### config.mk
export PLATFORM = sky130hd
export DESIGN_NAME = irqagg_top
export DESIGN_NICKNAME = d
export VERILOG_FILES = /design/src/rtl/irqagg_pkg.sv /design/src/rtl/irqagg_gstat.sv /design/src/rtl/irqagg_srcword.sv /design/src/rtl/irqagg_env.sv /design/src/rtl/irqagg_top.sv
export SDC_FILE = /design/constraint.sdc
export NUM_CORES = 1
export LEC_CHECK = 0
export BUFFER_PORTS_ARGS = -buffer_cell sky130_fd_sc_hd__buf_2
export CAP_MARGIN = 25
export CORE_AREA = 2 2 182 184
export CTS_BUF_LIST = sky130_fd_sc_hd__clkbuf_8
export DETAILED_ROUTE_END_ITERATION = 16
export DIE_AREA = 0 0 184 186
export SYNTH_ARGS = -nofsm -noshare
export SYNTH_HDL_FRONTEND = slang
export SYNTH_SLANG_ARGS = --single-unit
export TNS_END_PERCENT = 20
### constraint.sdc
create_clock -name clk -period 3.6 [get_ports clk]
set_clock_uncertainty 0.1 [all_clocks]
set_input_delay 0.18 -clock clk [delete_from_list [all_inputs] [get_ports clk]]
set_output_delay 0.18 -clock clk [all_outputs]
set_load 0.1 [all_outputs]
### src/rtl/irqagg_pkg.sv
package irqagg_pkg;
  localparam int WORD_W = 32;
  localparam int GBIT   = 31;
  localparam int NEVT   = 4;
  localparam logic [WORD_W-1:0] GSTAT_IMPL = 32'h0000_001E;

  function automatic logic [WORD_W-1:0] evt_to_word(input logic [NEVT-1:0] ev);
    return {{(WORD_W-NEVT-1){1'b0}}, ev, 1'b0};
  endfunction

  function automatic logic [WORD_W-1:0] src_impl(input int unsigned np);
    logic [WORD_W-1:0] m;
    m = '0;
    for (int i = 0; i < GBIT; i++) begin
      if (i < int'(np)) m[i] = 1'b1;
    end
    m[GBIT] = 1'b1;
    return m;
  endfunction

  function automatic logic [WORD_W-1:0] build_src(input logic [WORD_W-1:0] pipes_ext,
                                                  input logic summary,
                                                  input logic [WORD_W-1:0] impl);
    logic [WORD_W-1:0] w;
    w = pipes_ext & impl;
    w[GBIT] = summary;
    return w;
  endfunction
endpackage

### src/rtl/irqagg_gstat.sv
module irqagg_gstat
  import irqagg_pkg::*;
(
  input  logic                  clk,
  input  logic                  rst_n,
  input  logic [NEVT-1:0]       evt,
  input  logic                  en_wr,
  input  logic [WORD_W-1:0]     en_wdata,
  input  logic                  clr_wr,
  input  logic [WORD_W-1:0]     clr_wdata,
  output logic [WORD_W-1:0]     status,
  output logic [WORD_W-1:0]     enable,
  output logic                  summary
);
  logic [WORD_W-1:0] status_q, enable_q;
  logic [WORD_W-1:0] evt_set, clr_hit;

  assign evt_set = evt_to_word(evt);
  assign clr_hit = clr_wr ? (clr_wdata & GSTAT_IMPL) : '0;

  always_ff @(posedge clk or negedge rst_n) begin
    if (!rst_n) begin
      status_q <= '0;
      enable_q <= '0;
    end else begin
      status_q <= (status_q & ~clr_hit) | evt_set;
      if (en_wr) enable_q <= en_wdata & GSTAT_IMPL;
    end
  end

  assign status  = status_q;
  assign enable  = enable_q;
  assign summary = |(status_q & enable_q);

  for (genvar b = 1; b <= NEVT; b++) begin : g_bit
    p_evt_sets_r2: assert property (@(posedge clk) disable iff (!rst_n)
      evt[b-1] |=> status[b]);
    p_sticky_r2: assert property (@(posedge clk) disable iff (!rst_n)
      (status[b] && !(clr_wr && clr_wdata[b])) |=> status[b]);
    p_clear_r3: assert property (@(posedge clk) disable iff (!rst_n)
      (clr_wr && clr_wdata[b] && !evt[b-1]) |=> !status[b]);
    p_clear_vs_set_r4: assert property (@(posedge clk) disable iff (!rst_n)
      (clr_wr && clr_wdata[b] && evt[b-1]) |=> status[b]);
  end

  p_enable_write_r5: assert property (@(posedge clk) disable iff (!rst_n)
    en_wr |=> (enable == ($past(en_wdata) & GSTAT_IMPL)));
endmodule

### src/rtl/irqagg_srcword.sv
module irqagg_srcword
  import irqagg_pkg::*;
#(
  parameter int NUM_PIPES = 8
) (
  input  logic [NUM_PIPES-1:0] pipe_irq,
  input  logic                 summary,
  output logic [WORD_W-1:0]    src
);
  localparam logic [WORD_W-1:0] IMPL = src_impl(NUM_PIPES);
  logic [WORD_W-1:0] pipes_ext;

  always_comb begin
    pipes_ext = '0;
    pipes_ext[NUM_PIPES-1:0] = pipe_irq;
  end

  assign src = build_src(pipes_ext, summary, IMPL);
endmodule

### src/rtl/irqagg_env.sv
module irqagg_env
  import irqagg_pkg::*;
#(
  parameter int NUM_PIPES = 8,
  parameter int ENV_ID    = 0,
  parameter int ENV_W     = 2
) (
  input  logic              clk,
  input  logic              rst_n,
  input  logic [WORD_W-1:0] src_raw,
  input  logic              mask_wr,
  input  logic [ENV_W-1:0]  mask_sel,
  input  logic [WORD_W-1:0] mask_wdata,
  output logic [WORD_W-1:0] mask,
  output logic [WORD_W-1:0] src_masked,
  output logic              irq
);
  localparam logic [WORD_W-1:0] IMPL = src_impl(NUM_PIPES);
  localparam logic [ENV_W-1:0]  MY_SEL = ENV_W'(ENV_ID);

  logic [WORD_W-1:0] mask_q;
  logic              irq_q;
  logic              sel_hit;

  assign sel_hit = mask_wr && (mask_sel == MY_SEL);

  always_ff @(posedge clk or negedge rst_n) begin
    if (!rst_n) begin
      mask_q <= '0;
      irq_q  <= 1'b0;
    end else begin
      if (sel_hit) mask_q <= mask_wdata & IMPL;
      irq_q <= |(src_raw & mask_q);
    end
  end

  assign mask       = mask_q;
  assign src_masked = src_raw & mask_q;
  assign irq        = irq_q;

  p_mask_isolated_r8: assert property (@(posedge clk) disable iff (!rst_n)
    (!mask_wr || mask_sel != MY_SEL) |=> $stable(mask));
  p_irq_follows_r9: assert property (@(posedge clk) disable iff (!rst_n)
    1'b1 |=> (irq == $past(|(src_raw & mask))));
endmodule

### src/rtl/irqagg_top.sv
module irqagg_top
  import irqagg_pkg::*;
#(
  parameter int NUM_PIPES = 8,
  parameter int NUM_ENV   = 4,
  parameter int ENV_W     = (NUM_ENV > 1) ? $clog2(NUM_ENV) + 1 : 1
) (
  input  logic                      clk,
  input  logic                      rst_n,
  input  logic [NUM_PIPES-1:0]      pipe_irq,
  input  logic [3:0]                gevt_pulse,
  input  logic                      en_wr,
  input  logic [31:0]               en_wdata,
  input  logic                      clr_wr,
  input  logic [31:0]               clr_wdata,
  input  logic                      mask_wr,
  input  logic [ENV_W-1:0]          mask_sel,
  input  logic [31:0]               mask_wdata,
  output logic [31:0]               gstatus,
  output logic [31:0]               genable,
  output logic [31:0]               src_unmasked,
  output logic [NUM_ENV*32-1:0]     src_env,
  output logic [NUM_ENV*32-1:0]     mask_env,
  output logic [NUM_ENV-1:0]        irq_env
);
  localparam logic [WORD_W-1:0] IMPL = src_impl(NUM_PIPES);
  logic summary;

  irqagg_gstat u_gstat (
    .clk(clk), .rst_n(rst_n), .evt(gevt_pulse),
    .en_wr(en_wr), .en_wdata(en_wdata),
    .clr_wr(clr_wr), .clr_wdata(clr_wdata),
    .status(gstatus), .enable(genable), .summary(summary)
  );

  irqagg_srcword #(.NUM_PIPES(NUM_PIPES)) u_src (
    .pipe_irq(pipe_irq), .summary(summary), .src(src_unmasked)
  );

  for (genvar e = 0; e < NUM_ENV; e++) begin : g_env
    irqagg_env #(.NUM_PIPES(NUM_PIPES), .ENV_ID(e), .ENV_W(ENV_W)) u_env (
      .clk(clk), .rst_n(rst_n), .src_raw(src_unmasked),
      .mask_wr(mask_wr), .mask_sel(mask_sel), .mask_wdata(mask_wdata),
      .mask(mask_env[e*32 +: 32]), .src_masked(src_env[e*32 +: 32]),
      .irq(irq_env[e])
    );
  end

  p_summary_bit_r6: assert property (@(posedge clk) disable iff (!rst_n)
    src_unmasked[GBIT] == |(gstatus & genable));
  p_pipe_bits_r7: assert property (@(posedge clk) disable iff (!rst_n)
    (src_unmasked[NUM_PIPES-1:0] == pipe_irq) && ((src_unmasked & ~IMPL) == '0));
  p_status_impl_r5: assert property (@(posedge clk) disable iff (!rst_n)
    ((gstatus | genable) & ~GSTAT_IMPL) == '0);
  p_quiet_after_reset_r1: assert property (@(posedge clk) disable iff (!rst_n)
    $rose(rst_n) |-> (irq_env == '0));
endmodule

# --- Yosys cells after proc, flatten, opt, wreduce, memory -nomap -nowiden ---
# Cells that the tools add are included.
op_classes:
  n_shift: 0
  n_eq_ne: 3
  add_sub_neg: 0
  n_reduce_logical: 10
  mul: 0
  div_mod_pow: 0
  n_mux: 1
  order_cmp: 0
  n_bitwise: 8
op_table:
  columns: ["operator", "n"]
  rows:
  - ["$and A32 B32 Y32", 5]
  - ["$reduce_or A32 Y1", 5]
  - ["$and A32 B5 Y32", 1]
  - ["$not A32 Y32", 1]
  - ["$or A32 B5 Y32", 1]
  - ["$eq A3 B2 Y1 const B", 2]
  - ["$mux W5", 1]
  - ["$logic_and A1 B1 Y1", 4]
  - ["$eq A3 B1 Y1 const B", 1]
  - ["$logic_not A3 Y1", 1]
totals:
  regBits: 76
  rom_bits: 0
  latch_bits: 0
  elab_cells: 32
  mem_bits_rw: 0
  in_bits: 116
  output_inout_bits: 356
  mem_count: 0

# --- Depth between registers and ports, before layout ---
# Gate-level depths: netlist (run 1).
logic_depth:
  depth_word: 4
  depth_mapped: 3
  ltp_nobuf: 3

# --- Hierarchy ---
# A second synthesis (run 1) with hierarchy kept.
unflattened:
  cells_unflattened: 439
  hier_area_um2: 4322.9
by_module_without_submodules:
  columns: ["mod", "cells_per_inst", "n_inst", "seq_area_each_um2", "area_per_inst_um2"]
  rows:
  - ["irqagg_env (g_env[1].u_env ...)", 82, 2, 250.2, 853.3]
  - ["irqagg_env (g_env[0].u_env ...)", 81, 2, 250.2, 819.5]
  - ["irqagg_gstat", 80, 1, 200.2, 733.2]
  - ["irqagg_srcword", 33, 1, 0.0, 244.0]

# --- Least setup slack after synthesis (run 1) ---
# No wires, ideal clock.
synth_path:
  path_type: "register to register"
  start: "reg g_env[0].u_env.mask_q[6]"
  end: "reg g_env[0].u_env.irq_q"
  required_ns: 3.376
  path_buffers: 0
  setup_time_ns: 0.124
  path_stages_with_launch: 4
  period_less_slack_ns: 2.516
  path_slack_ns: 1.084
  t_arrival_ns: 2.292
  cell_sequence: "dfrtp_1 and2_1 or4_1 a211o_1"
synth_between:
  elab_chain_cells: 2
synth_rtl:
  columns: ["element", "line", "rtl"]
  rows:
  - ["start: declaration", "irqagg_env.sv:21", "logic [WORD_W-1:0] mask_q;"]
  - ["start signal: assignment", "irqagg_env.sv:32", "if (sel_hit) mask_q <= mask_wdata & IMPL;"]
  - ["$and A32 B32 Y32", null, null]
  - ["named net src_env[6]", "irqagg_top.sv:22", "output logic [NUM_ENV*32-1:0] src_env,"]
  - ["$reduce_or A32 Y1", "irqagg_env.sv:33", "irq_q <= |(src_raw & mask_q);"]
  - ["end signal: assignment", "irqagg_env.sv:33", null]
  - ["end: declaration", "irqagg_env.sv:22", "logic irq_q;"]
# The timed path passes the listed nets, and every way through them passes these cells.
# A chain may end at the register's enable or synchronous reset.

# --- Worst setup path in the final report (run 1) ---
layout_path:
  start: "reg u_gstat.enable_q[3] (netlist: u_gstat.enable[3])"
  end: "out src_env[63]"
layout_between:
  elab_chain_cells: 3
layout_rtl:
  columns: ["element", "line", "rtl"]
  rows:
  - ["start: declaration", "irqagg_gstat.sv:15", "logic [WORD_W-1:0] status_q, enable_q;"]
  - ["start signal: assignment", "irqagg_gstat.sv:27", "if (en_wr) enable_q <= en_wdata & GSTAT_IMPL;"]
  - ["$and A32 B5 Y32", "irqagg_gstat.sv:33", "assign summary = |(status_q & enable_q);"]
  - ["$reduce_or A32 Y1", "irqagg_gstat.sv:33", null]
  - ["$and A32 B32 Y32", "irqagg_env.sv:38", "assign src_masked = src_raw & mask_q;"]
  - ["end: declaration", "irqagg_top.sv:22", null]
# Every way passes these cells.

==> impl_metrics.csv, run 1 <==
group,metric,value,unit
global_routing,antenna_found_initial,0,
sta,hold_ws,16.92,ps
sta,finalSetupTns,0,ps
power,pwr_density_cell,893.0,nW/um^2
sta,hold_viol_final,0,
place,io_buffers,129,
finish,n_antenna_cell,0,
yosys,yosys.area.top_type,"buf_4",
sta,tightest_slew,695.1,ps
worst_setup_path,crit_path_top_delay_cell,"dfrtp_1",
yosys,synth.area.top_cells,"buf_4 (50%), dfrtp_1 (29%), mux2_2 (11%)",
sta,final.min_clock_period,2025,ps
finish,nNetsFinal,677,
sta,fmax,493.9,MHz
clock_tree,clock-sinks,48,
route,antenna_left,0,
place,gp_congestion,0.8186,
global_routing,grt_pass1_wl,11590,um
yosys,synth_top_family_by_area,"buffers and inverters",
power,power_leakage,2.383,nW
clock_tree,cts_made_buffers,5,
yosys,avgSynthCellArea,9.713,um^2
finish,stdcell_count,970,
yosys,ys_top_cells_by_count,"buf_4 (276), dfrtp_1 (48), mux2_2 (40)",
clock_tree,cts_tree,"yes",
global_routing,grt.total_usage,4.535,%
status,outcome,"finished clean",
route,wl_met1,2910,um
place,placed_cell_area,4282,um^2
die,dieWidth,184,um
clock_tree,cts-htree-levels,2,
worst_setup_path,cp_num_buf_inv,1,
place,place_hpwl,7300,um
route,route.vias.total,2548,
route,wl_met3,849,um
finish,area_delta_synth_final,6.771,%
global_routing,grt.overflow.total,0,
sta,max-slew-margin-rel,53.46,%
yosys,ys_warn_count,0,
global_routing,grt_max_degree,34,
die,die_h,186,um
sta,fin_crit_sh,56.24,%
finish,drive_above_1_share,32.74,%
worst_setup_path,worst_path_dominant_cell_family,"simple AND/OR/NAND/NOR gates",
route,drt-initial-drc-count,38,
die,die_area,34220,um^2
power,power.total,3.982,mW
yosys,synth_mux_area_share,10.78,%
clock_tree,worstSkewPairLatency,310,ps
route,wl,8714,um
yosys,synth_compound_area_share,1.917,%
worst_setup_path,crit_path_start_kind,"register",
worst_setup_path,slowest_delay,410,ps
route,highest_layer,"met4",
yosys,yosysUniqueCellTypes,15,
yosys,synth_fa_ha_area_share,0,%
worst_setup_path,cp.arrival,1740,ps
die,pin_count,472,
yosys,synthXorXnorAreaFrac,0,%
yosys,synth.top_cell.area_share,49.61,%
yosys,syn-cell-area,4177,um^2
power,vdd_drop_max,0.4719,mV
route,firstDrtPassIters,3,
worst_setup_path,endpoint_kind,"output port",
clock_tree,cts_max_path_buffers,2,
worst_setup_path,worstPathRequired,3320,ps
yosys,seq_area_frac_synth,28.76,%
global_routing,grt_pass1_vias,2041,
yosys,async_flop_share,100.0,%
job,cap_violations,0,
clock_tree,clk_transition_reported_paths,90,ps
route,drcViolationCount,0,
route,wl_met2,4624,um
die,num_rows,66,
worst_setup_path,crit_chain,"a22oi_1, nand2_1, and2_1, buf_2",
yosys,synthCells,430,
worst_setup_path,timing_worst_setup_path_type,"reg -> out",
worst_setup_path,crit_fanout,9,
sta,setup_viol,0,
clock_tree,cts_root_buffer,"clkbuf_8",
place,dp.cells,954,
clock_tree,cts_setup_buffers,0,
route,wire_per_inst,8.984,um
yosys,synthSimpleGateAreaFrac,8.598,%
finish,fin_area,4459,um^2
yosys,synth_flop_cell,"dfrtp_1",
sta,maxSlewViolCount,0,
sta,rsz0062_at_grt,"false",
die,start_util,12.97,%
clock_tree,cts_resized,0,
die,core,32210,um^2
hold_path,hold_class,"in -> reg",
yosys,yosysMostFrequentCell,"buf_4",
route,via_per_inst,2.627,
yosys,synth_edf_count,0,
yosys,yosys_register_bits,48,
[cell type report]
cell class              instances  area [um^2]
clock buffers                   6        82.58
clock inverters                 2        15.01
fillers                      3671        27750
multi-input cells             366         1889
flip-flops and latches         48         1201
well taps                     408        510.5
repair buffers                140        760.7
[where the power goes]
group          total (mW)  internal, mW  switching, mW
Clock               0.346         0.156          0.190
Combinational        2.90         0.256           2.64
Sequential          0.737         0.643         0.0944
Total                3.98          1.06           2.93
[logic make-up after synthesis]
logic type             Yosys count
buffers and inverters          278
other                            1
AND/OR/NAND/NOR                 53
AO/OA/AOI/OAI                   10
flip-flops                      48
multiplexers                    40
[what timing repair did]
action,CTS,global route
endpoints found under the hold margin,22,0
hold buffers,8,0
endpoints found under the setup margin,0,0
[cell usage in the layout, fill, tap and decap left out]
master	instances
a211o_1	4
a21o_1	4
a22oi_1	2
and2_1	35
and2_4	1
buf_12	1
buf_2	129
buf_4	2
clkbuf_8	6
clkinvlp_4	2
conb_1	263
dfrtp_1	48
dlygate4sd3_1	8
mux2_2	40
nand2_1	5
nand4b_1	1
nor4b_4	1
nor4bb_2	2
or4_1	8
[worst paths after layout]
path / slack [ps] / end / start / cells past startpoint
max reg2reg: 1900 / g_env[2].u_env.irq / g_env[2].u_env.mask[7] / 3
max in group asynchronous: 2660 / g_env[0].u_env.mask[4] / rst_n / 3
min in group asynchronous: 230 / g_env[1].u_env.mask[1] / rst_n / 2
min: 20 / u_gstat.enable[1] / en_wdata[1] / 2
min reg2reg: 410 / u_gstat.status[4] / u_gstat.status[4] / 1
max: 1580 / src_env[63] / u_gstat.enable[3] / 4
[flip-flops by register name (all words and copies together) (netlist names)]
| signal | cells |
|---|---|
| u_gstat.status | 4 |
| u_gstat.enable | 4 |
| g_env.u_env.irq | 4 |
| g_env.u_env.mask | 36 |
[per-layer routing]
layer | vias to the layer above | global-route usage (%)
met5 | - | 0
met4 | 0 | 2.816
met3 | 15 | 0.8413
met2 | 251 | 8.589
met1 | 1181 | 4.589
li1 | 1101 | -
[stage by stage]
step	setup slack, ps	utilization, %
after global routing	1472	13.85
after global placement	1902	13.23
after detailed placement	1910	13.29
after floorplan	1084	-
after CTS	1562	13.85
final	1575	13.85
Note: power is estimated with default switching activity, not from simulation.
==> run 2: changes to the inputs <==
--- a/config.mk
+++ b/config.mk
@@ -5,12 +5,13 @@
 export SDC_FILE = /design/constraint.sdc
 export NUM_CORES = 1
 export LEC_CHECK = 0
+export ABC_AREA = 1
 export BUFFER_PORTS_ARGS = -buffer_cell sky130_fd_sc_hd__buf_2
 export CAP_MARGIN = 25
-export CORE_AREA = 2 2 182 184
+export CORE_AREA = 2 2 186 188
 export CTS_BUF_LIST = sky130_fd_sc_hd__clkbuf_8
 export DETAILED_ROUTE_END_ITERATION = 16
-export DIE_AREA = 0 0 184 186
+export DIE_AREA = 0 0 188 190
 export SYNTH_ARGS = -nofsm -noshare
 export SYNTH_HDL_FRONTEND = slang
 export SYNTH_SLANG_ARGS = --single-unit
==> constraint.sdc (replaced) <==
create_clock -name clk -period 2.03 [get_ports clk]
set_clock_uncertainty 0.1 [all_clocks]
set_input_delay 0.1015 -clock clk [delete_from_list [all_inputs] [get_ports clk]]
set_output_delay 0.1015 -clock clk [all_outputs]
set_load 0.1 [all_outputs]
==> run 2 against run 1 <==
Final cell count up 18%. Hold slack better by 4.5 ps. Routed wire length up 11%. Sequential power up 74%. Clock power up 110%. Critical path type unchanged.
==> impl_metrics.csv, run 2 <==
group,metric,value,unit
status,outcome,"finished clean",
yosys,yosys_register_bits,48,
route,firstDrtPassIters,4,
finish,largest_reg_flops,36,
route,via_per_inst,2.646,
yosys,syn-cell-area,4491,um^2
yosys,async_flop_share,100.0,%
worst_setup_path,crit_fanout,5,
sta,hold_ws,21.44,ps
die,dieWidth,188,um
yosys,yosysMostFrequentCell,"buf_4",
finish,final_common_cell,"conb_1",
power,p_seq_share,18.4,%
power,swShare,72.62,%
power,intPower,1.903,mW
worst_setup_path,crit_path_top_delay_cell,"buf_2",
global_routing,grt_max_degree,28,
clock_tree,cts_made_buffers,5,
route,drt-initial-drc-count,38,
finish,layout_common_cells,"conb_1 (263), buf_2 (129), nand2_1 (104), inv_1 (62), dfrtp_1 (40)",
worst_setup_path,r2r_end,"u_gstat.enable[1]",
worst_setup_path,r2r_setup_slack,550,ps
yosys,seq_area_frac_synth,26.75,%
sta,final.min_clock_period,1826,ps
yosys,yosysUniqueCellTypes,16,
clock_tree,clk_transition_reported_paths,100,ps
yosys,synthCells,555,
worst_setup_path,crit_path_start_kind,"register",
hold_path,whs_endpoint,"g_env[2].u_env.mask[3]",
worst_setup_path,worstPathRequired,1830,ps
die,pin_count,472,
clock_tree,worstSkewPairLatency,310,ps
sta,maxSlewViolCount,0,
yosys,synth.top_cell.area_share,46.14,%
power,pwr-share-clk,10.4,%
global_routing,grt_pass1_wl,13520,um
yosys,yosys.area.top_type,"buf_4",
finish,n_antenna_cell,0,
worst_setup_path,crit_chain,"nand2_1, nand4_1, buf_4, nand2_1, inv_1, buf_2",
clock_tree,cts_tree,"yes",
finish,drive_above_1_share,27.99,%
hold_path,hold_class,"in -> reg",
finish,fill_cells,3879,
die,die_h,190,um
yosys,synth_flop_cell,"dfrtp_1",
clock_tree,cts_max_path_buffers,2,
route,route.vias.total,3038,
worst_setup_path,timing.rr.start,"u_gstat.enable[1]",
sta,fmax,547.5,MHz
route,wl,9677,um
route,wire_per_inst,8.429,um
die,die_area,35720,um^2
hold_path,hold_depth,3,
hold_path,hold_path_startpoint,"mask_wdata[3]",
sta,max-slew-margin-rel,62.46,%
yosys,avgSynthCellArea,8.091,um^2
global_routing,grt.overflow.total,0,
sta,fin_crit_sh,89.97,%
sta,finalSetupTns,0,ps
sta,tightest_slew,566.9,ps
global_routing,grt_pass1_vias,2468,
power,combPwrFrac,71.2,%
die,num_rows,68,
route,antenna_left,0,
sta,setup_viol,0,
yosys,synth.area.top_cells,"buf_4 (46%), dfrtp_1 (27%), nand2_1 (8.7%)",
clock_tree,cts_resized,0,
worst_setup_path,endpoint_kind,"output port",
worst_setup_path,worst_r2r_path_depth,2,
clock_tree,cts_root_buffer,"clkbuf_8",
worst_setup_path,cp.arrival,1620,ps
place,io_buffers,129,
route,drcViolationCount,0,
yosys,synth_edf_count,0,
finish,area_delta_synth_final,8.749,%
sta,hold_viol_final,0,
clock_tree,cts-htree-levels,2,
global_routing,antenna_found_initial,0,
place,gp_congestion,0.8059,
global_routing,grt.total_usage,5.003,%
die,core,33950,um^2
worst_setup_path,crit_top_cell,"nand2_1",
power,power_leakage,3.007,nW
power,pwr_density_cell,1423,nW/um^2
job,cap_violations,0,
power,vdd_drop_max,0.6402,mV
yosys,ys_warn_count,0,
worst_setup_path,slowest_delay,420,ps
power,p_sw,5.047,mW
place,place_hpwl,8302,um
worst_setup_path,timing_worst_setup_path_type,"reg -> out",
finish,nNetsFinal,808,
die,start_util,13.23,%
yosys,ys_top_cells_by_count,"buf_4 (276), nand2_1 (104), inv_1 (62)",
clock_tree,clock-sinks,48,
sta,rsz0062_at_grt,"false",
run 2: cell count changes in the layout (fill, tap and decap cells not counted), moves of 8 or more:
| cell | delta |
|---|---|
| inv_1 | +62 |
| nand2_1 | +99 |
| or4_1 | -8 |
| o21ai_2 | +36 |
| dlygate4sd3_1 | +9 |
| and2_1 | -35 |
| dfrtp_1 | -8 |
| mux2_2 | -40 |
| dfrtp_2 | +8 |
run 2: worst max-delay path: cells and delay by family, from the launching register on:
kind	cells	cell delay, ps
buf+inv	3	660
flops	1	400
simple gates	3	260
run 2: final cells by class:
class / instances / area [um^2] / share of cell area, %
flip-flops and latches: 48 / 1211 / 24.80
well taps: 455 / 569.3 / 11.66
repair buffers: 148 / 843.3 / 17.27
multi-input cells: 425 / 1904 / 39.00
inverters: 64 / 240.2 / 4.919
clock buffers: 5 / 68.82 / 1.409
clock inverters: 3 / 46.29 / 0.9480
run 2: power groups by stage:
| stage | Clock, mW | Combinational [mW] | Sequential [mW] |
|---|---|---|---|
| after detailed placement | 0 | 4.93 | 1.30 |
| final | 0.722 | 4.95 | 1.28 |
| after global routing | 0.785 | 5.09 | 1.31 |
| after floorplan | 0 | 3.80 | 2.34 |
| after CTS | 0.755 | 4.96 | 1.28 |
| after global placement | 0 | 4.92 | 1.30 |
run 2: per-stage QoR:
step	utilization [%]	cell area, um^2	cells	setup slack [ps]	total power [mW]
3_3_place_gp	13.52	4591	1122	266.5	6.212
4_1_cts	14.39	4883	1148	166.2	7.004
6_report	14.39	4883	1148	203.6	6.950
2_1_floorplan	-	5484	817	117.7	6.138
3_5_place_dp	13.52	4591	1122	245.0	6.225
5_1_grt	14.39	4883	1148	97.02	7.179
run 2: metal layers:
layer / wire, um / track usage (%) / vias to the layer above
li1: - / - / 1396
met1: 3628 / 5.614 / 1390
met2: 4957 / 9.339 / 243
met3: 948 / 1.033 / 9
met4: 143 / 1.726 / 0
met5: 0 / 0 / -
run 2: how the worst max path moves through the flow:
stage	startpoint	end	slack, ps
floorplan	g_env[2].u_env.mask[7]	src_env[71]	120
global placement	u_gstat.status[4]	src_env[95]	270
detailed placement	u_gstat.status[4]	src_env[95]	250
CTS	u_gstat.status[1]	src_env[95]	170
global route	u_gstat.status[3]	src_env[95]	100
finish	u_gstat.status[2]	src_env[95]	200
run 2: cells by family after synthesis:
kind of cell           count (synthesis)  share of synthesized area [%]
muxes                                  4                          1.003
DFF                                   48                          26.75
AOI/OAI and AO/OA                     40                          7.690
and+or+nand+nor                      118                          11.73
other                                  1                        0.08351
buffers and inverters                344                          52.74
run 2: repair_timing:
action | 4_1_cts | 5_1_grt
setup buffers | 1 | 0
hold buffers | 17 | 0
hold endpoints to repair | 29 | 0
endpoints found under the setup margin | 4 | 0
